<file path="src/rtl/tl_pkg.sv">
package tl_pkg;
  typedef enum logic {
    PH_NS = 1'b0,
    PH_EW = 1'b1
  } phase_t;
endpackage

</file>
<file path="src/rtl/tl_interval_timer.sv">
module tl_interval_timer #(
  parameter int PERIOD = 1500000000
) (
  input  logic clk,
  input  logic rst,
  output logic tick
);
  localparam int CW = (PERIOD > 1) ? $clog2(PERIOD) : 1;
  localparam logic [CW-1:0] LAST = CW'(PERIOD - 1);

  logic [CW-1:0] cnt_q;

  always_ff @(posedge clk) begin
    if (rst)
      cnt_q <= '0;
    else if (cnt_q == LAST)
      cnt_q <= '0;
    else
      cnt_q <= cnt_q + CW'(1);
  end

  assign tick = (cnt_q == LAST);
endmodule

</file>
<file path="src/rtl/tl_sync.sv">
module tl_sync #(
  parameter int W      = 2,
  parameter int STAGES = 2
) (
  input  logic         clk,
  input  logic         rst,
  input  logic [W-1:0] d,
  output logic [W-1:0] q
);
  logic [W-1:0] stg_q [STAGES];

  always_ff @(posedge clk) begin
    if (rst) begin
      for (int i = 0; i < STAGES; i++) stg_q[i] <= '0;
    end else begin
      stg_q[0] <= d;
      for (int i = 1; i < STAGES; i++) stg_q[i] <= stg_q[i-1];
    end
  end

  assign q = stg_q[STAGES-1];
endmodule

</file>
<file path="src/rtl/tl_phase_fsm.sv">
module tl_phase_fsm
  import tl_pkg::*;
(
  input  logic   clk,
  input  logic   rst,
  input  logic   tick,
  input  logic   ns_car_s,
  input  logic   ew_car_s,
  output phase_t phase
);
  phase_t phase_q, phase_d;

  always_comb begin
    phase_d = phase_q;
    if (tick) begin
      unique case (phase_q)
        PH_NS:   if (ew_car_s) phase_d = PH_EW;
        PH_EW:   if (ns_car_s) phase_d = PH_NS;
        default: phase_d = PH_NS;
      endcase
    end
  end

  always_ff @(posedge clk) begin
    if (rst) phase_q <= PH_NS;
    else     phase_q <= phase_d;
  end

  assign phase = phase_q;
endmodule

</file>
<file path="src/rtl/tl_two_way_ctrl.sv">
module tl_two_way_ctrl
  import tl_pkg::*;
#(
  parameter int CLK_HZ     = 50000000,
  parameter int INTERVAL_S = 30,
  parameter int SYNC_STAGES = 2
) (
  input  logic clk,
  input  logic rst,
  input  logic ns_car,
  input  logic ew_car,
  output logic ns_green,
  output logic ew_green,
  output logic ns_red,
  output logic ew_red
);
  localparam int PERIOD = CLK_HZ * INTERVAL_S;

  logic       tick;
  logic [1:0] car_s;
  logic       ns_car_s, ew_car_s;
  phase_t     phase;

  tl_interval_timer #(.PERIOD(PERIOD)) u_timer (
    .clk  (clk),
    .rst  (rst),
    .tick (tick)
  );

  tl_sync #(.W(2), .STAGES(SYNC_STAGES)) u_sync (
    .clk (clk),
    .rst (rst),
    .d   ({ns_car, ew_car}),
    .q   (car_s)
  );

  assign ns_car_s = car_s[1];
  assign ew_car_s = car_s[0];

  tl_phase_fsm u_fsm (
    .clk      (clk),
    .rst      (rst),
    .tick     (tick),
    .ns_car_s (ns_car_s),
    .ew_car_s (ew_car_s),
    .phase    (phase)
  );

  assign ns_green = (phase == PH_NS);
  assign ew_green = (phase == PH_EW);
  assign ns_red   = ~ns_green;
  assign ew_red   = ~ew_green;
endmodule

</file>
<file path="config.mk">
export PLATFORM = sky130hd
export DESIGN_NAME = tl_two_way_ctrl
export DESIGN_NICKNAME = d
export VERILOG_FILES = /design/src/rtl/tl_pkg.sv /design/src/rtl/tl_interval_timer.sv /design/src/rtl/tl_sync.sv /design/src/rtl/tl_phase_fsm.sv /design/src/rtl/tl_two_way_ctrl.sv
export SDC_FILE = /design/constraint.sdc
export NUM_CORES = 1
export LEC_CHECK = 0
export ABC_AREA = 1
export CORE_ASPECT_RATIO = 1.4
export CORE_UTILIZATION = 46
export CTS_BUF_LIST = sky130_fd_sc_hd__clkbuf_4 sky130_fd_sc_hd__clkbuf_8
export DETAILED_ROUTE_END_ITERATION = 7
export PLACE_DENSITY_LB_ADDON = 0.15
export SYNTH_ARGS = -nofsm -noshare
export SYNTH_HDL_FRONTEND = slang
export SYNTH_SLANG_ARGS = --single-unit
export TNS_END_PERCENT = 10
</file>
<file path="constraint.sdc">
create_clock -name clk -period 2.46 [get_ports clk]
set_clock_uncertainty 0.05 [all_clocks]
set_input_delay 0.738 -clock clk [delete_from_list [all_inputs] [get_ports clk]]
set_output_delay 0.738 -clock clk [all_outputs]
set_load 0.01 [all_outputs]
</file>
==> Flow_metrics.wiki <==
{| class="wikitable"
! Metric !! Value
|-
| Critical path cell sequence || inv_1 -> clkdlybuf4s50_1
|-
| Clock latency on the worst-skew pair || 0.29 ns
|-
| Minimum clock period || 2.059 ns
|-
| Largest net degree at the start of global routing || 28
|-
| Count of flip-flops with a built-in enable after synthesis || 0
|-
| CTS tree || yes
|-
| Number of top-level pins || 8
|-
| Most common cell in the synthesized netlist || sky130_fd_sc_hd__nand2_1
|-
| Number of gates resized after CTS || 0
|-
| Aggregate global routing overflow || 0
|-
| Global-route wire length before repair || 6817 um
|-
| Largest delay share family, worst path || buffers and inverters
|-
| Share of synthesized registers carrying an async set or reset || 0%
|-
| Cell count of the worst reg-to-reg path || 8
|-
| Area inside the core boundary || 3919 um2
|-
| Period Utilization, post-route || 83.68%
|-
| Layout cell share with drive strength beyond 1 || 7.095%
|-
| Port Buf Inserts || 7
|-
| Syn avg cell area || 6.593 um2
|-
| Final Total Pwr || 0.001084 W
|-
| ANT cells || 0
|-
| Critical Path Slowest Stage Cell || sky130_fd_sc_hd__clkdlybuf4s50_1
|-
| Number of clock sinks || 36
|-
| Capture instance of the worst register-to-register path || u_timer.cnt_q[11]$_SDFF_PP0_
|-
| Detailed-placement wirelength estimate || 3004 um
|-
| Starting Density || 48.12%
|-
| Number of maximum-capacitance violations || 0
|-
| Gp weighted congestion || 0.9597
|-
| CP arrival || 1.27 ns
|-
| Total DRC errors in the routed layout || 0
|-
| End point of the critical path || ew_red
|-
| DRT antenna net count || 0
|-
| Cell area after technology mapping || 1886 um2
|-
| Worst vdd rail ir drop || 0.0004681 V
|-
| Unrepaired setup endpoints after global routing || no
|-
| Crit-path max cell delay || 0.54 ns
|-
| Top post-synthesis cells by area || sky130_fd_sc_hd__dfxtp_1, sky130_fd_sc_hd__nand2_1, sky130_fd_sc_hd__nor2_1
|-
| Logic depth of the worst path, buffers included || 2
|-
| Result of the run || finished clean
|-
| Routed wire length per instance || 11.52 um
|-
| H-tree levels || 2
|-
| Reg-to-reg slack, setup || 0.83 ns
|-
| Final count of negative-setup-slack endpoints || 0
|-
| Chip Height || 77.76 um
|-
| Predominant post-synthesis flop cell || sky130_fd_sc_hd__dfxtp_1
|-
| Initial DRT Pass Iterations || 4
|-
| Worst Setup Path Type || flip-flop to output port
|-
| Die ar. || 4363 um2
|-
| Count of different cell masters after synthesis || 22
|-
| Crit-path max FO || 4
|-
| Fin Setup TNS || 0 ns
|-
| Vias after detailed routing || 1649
|-
| Tightest Hold Check Type || flip-flop to flip-flop
|-
| Post-synthesis sequential area ratio || 38.22%
|-
| Via count of the first global-routing pass || 1576
|-
| Type of element launching the critical path || flip-flop
|-
| Buffer and inverter count on the worst path || 2
|-
| Area share of the largest cell type after synthesis || 38.22%
|-
| Row count || 27
|-
| Pins Over Slew Limit || 0
|-
| Final net count || 301
|-
| Final hold violation count || 0
|-
| Buffer depth of the longest clock path || 2
|-
| Post-CTS repair timing setup buffer count || 0
|-
| Clk slew on worst S/H paths || 0.07 ns
|-
| Start point of the critical path || u_fsm.phase$_SDFFE_PP0N_
|-
| Nets in the synthesized netlist || 291
|-
| Cell type with the highest aggregate area in the netlist || sky130_fd_sc_hd__dfxtp_1
|-
| Clk root buf || sky130_fd_sc_hd__clkbuf_8
|-
| Area Growth Syn to Fin || 9.688%
|-
| Worst slew margin relative to its limit || 80.42%
|-
| Total power divided by cell area || 524.3 nW/um2
|-
| Count of state elements after synthesis || 36
|-
| Highest Clock Rate || 0.4858 GHz
|-
| Die span in x || 56.11 um
|-
| Leakage power summed over all cells || 0.6838 nW
|-
| Global router's overall resource usage || 20.22%
|-
| Most common library cells after synthesis || sky130_fd_sc_hd__nand2_1, sky130_fd_sc_hd__nor2_1, sky130_fd_sc_hd__dfxtp_1
|-
| Reg-to-reg startpoint || u_timer.cnt_q[0]$_SDFF_PP0_
|-
| Antenna violations before repair || 0
|-
| Cts bufs inserted || 5
|-
| Number of warnings reported in the yosys synthesis log || 0
|-
| Via count normalized by instance count || 4.864
|-
| Pin slew with the least headroom to its limit || 0.2925 ns
|-
| Violation count after the first detailed-route iteration || 28
|-
| Post-CTS Hold Fix Bufs || 0
|-
| Post-synthesis cell count || 286
|-
| Required @ worst endpoint || 1.67 ns
|-
| Endpoint class of the critical path || output port
|-
| Wire length after detailed routing || 3905 um
|}
## cell usage in the layout (no fill, tap or decap)
cell type / Yosys / final
sky130_fd_sc_hd__a21oi_1: 13 / 13
sky130_fd_sc_hd__clkbuf_8: 0 / 7
sky130_fd_sc_hd__clkdlybuf4s50_1: 0 / 7
sky130_fd_sc_hd__dfxtp_1: 36 / 36
sky130_fd_sc_hd__ha_1: 1 / 1
sky130_fd_sc_hd__inv_1: 32 / 32
sky130_fd_sc_hd__inv_2: 1 / 1
sky130_fd_sc_hd__nand2_1: 80 / 80
sky130_fd_sc_hd__nand2_2: 2 / 2
sky130_fd_sc_hd__nand2_4: 1 / 1
sky130_fd_sc_hd__nand2_8: 1 / 1
sky130_fd_sc_hd__nand3_1: 21 / 21
sky130_fd_sc_hd__nand3b_1: 1 / 1
sky130_fd_sc_hd__nand4_1: 1 / 1
sky130_fd_sc_hd__nor2_1: 67 / 67
sky130_fd_sc_hd__nor2_2: 4 / 4
sky130_fd_sc_hd__nor2_4: 4 / 4
sky130_fd_sc_hd__o21ai_0: 1 / 1
sky130_fd_sc_hd__o21bai_1: 1 / 1
sky130_fd_sc_hd__or2_2: 1 / 1
sky130_fd_sc_hd__xnor2_1: 5 / 5
sky130_fd_sc_hd__xor2_1: 9 / 9
## sequential cells by signal, summed over array words and instances, names as in the netlist
name,count
u_fsm.phase,1
u_sync.stg_q,4
u_timer.cnt_q,31
## routing by layer
metal,vias to the layer above,track usage [%],share of wire [%]
met5,-,0,0
met4,0,10.24,3.0
met3,9,4.000,2.2
met2,15,35.83,49
met1,736,22.57,45
li1,889,-,-
## worst min path at each step
stage / slack [ns] / to / start / depth (start not counted)
6_report: 0.36 / u_sync.stg_q[0][2]$_SDFF_PP0_ / u_sync.stg_q[0][0]$_SDFF_PP0_ / 2
3_3_place_gp: 0.35 / u_sync.stg_q[0][3]$_SDFF_PP0_ / u_sync.stg_q[0][1]$_SDFF_PP0_ / 2
2_1_floorplan: 0.34 / u_sync.stg_q[0][2]$_SDFF_PP0_ / u_sync.stg_q[0][0]$_SDFF_PP0_ / 2
4_1_cts: 0.37 / u_sync.stg_q[0][2]$_SDFF_PP0_ / u_sync.stg_q[0][0]$_SDFF_PP0_ / 2
3_5_place_dp: 0.36 / u_sync.stg_q[0][2]$_SDFF_PP0_ / u_sync.stg_q[0][0]$_SDFF_PP0_ / 2
5_1_grt: 0.39 / u_sync.stg_q[0][2]$_SDFF_PP0_ / u_sync.stg_q[0][0]$_SDFF_PP0_ / 2
## worst register-to-register path: stages, from the launching register on
cell                      delay, ns
sky130_fd_sc_hd__dfxtp_1       0.36
sky130_fd_sc_hd__ha_1          0.20
sky130_fd_sc_hd__nand2_1       0.10
sky130_fd_sc_hd__nor2_4        0.14
sky130_fd_sc_hd__nand2_2       0.13
sky130_fd_sc_hd__nor2_4        0.17
sky130_fd_sc_hd__nand2_4       0.11
sky130_fd_sc_hd__nand2_8       0.18
sky130_fd_sc_hd__nor2_1        0.08
## where the power goes
group | internal, W | switching, W
Clock | 0.000250 | 0.000213
Combinational | 0.0000120 | 0.0000162
Sequential | 0.000590 | 0.00000369
Total | 0.000851 | 0.000233
## cell type report
| cell class | count | area (um2) |
|---|---|---|
| multi-input combinational | 213 | 1003 |
| sequential | 36 | 720.7 |
| clock buffer | 7 | 96.34 |
| tap | 43 | 53.80 |
| inverter | 33 | 123.9 |
| timing repair buffer | 7 | 70.07 |
| fill | 418 | 1851 |
## metrics by stage
step | worst slack (ns) | cells | hold slack [ns] | utilization [%] | instance area [um2]
after floorplan | 0.9837 | 286 | 0.3383 | - | 1886
after global placement | 0.5417 | 332 | 0.3529 | 50.32 | 1972
after detailed placement | 0.5027 | 332 | 0.3559 | 50.32 | 1972
after CTS | 0.3851 | 339 | 0.3667 | 52.78 | 2068
after global routing | 0.3565 | 339 | 0.3869 | 52.78 | 2068
final | 0.4014 | 339 | 0.3597 | 52.78 | 2068
## cell families (layout without fill, tap and decap cells)
group / Yosys count / after routing / share of synthesized area [%]
compound gates: 15 / 15 / 4.114
buf+inv: 37 / 47 / 8.560
xor+xnor: 14 / 14 / 6.503
simple gates: 183 / 183 / 41.94
flops: 36 / 36 / 38.22
fa+ha+maj: 1 / 1 / 0.6635
(Power assumes the default switching activity.)
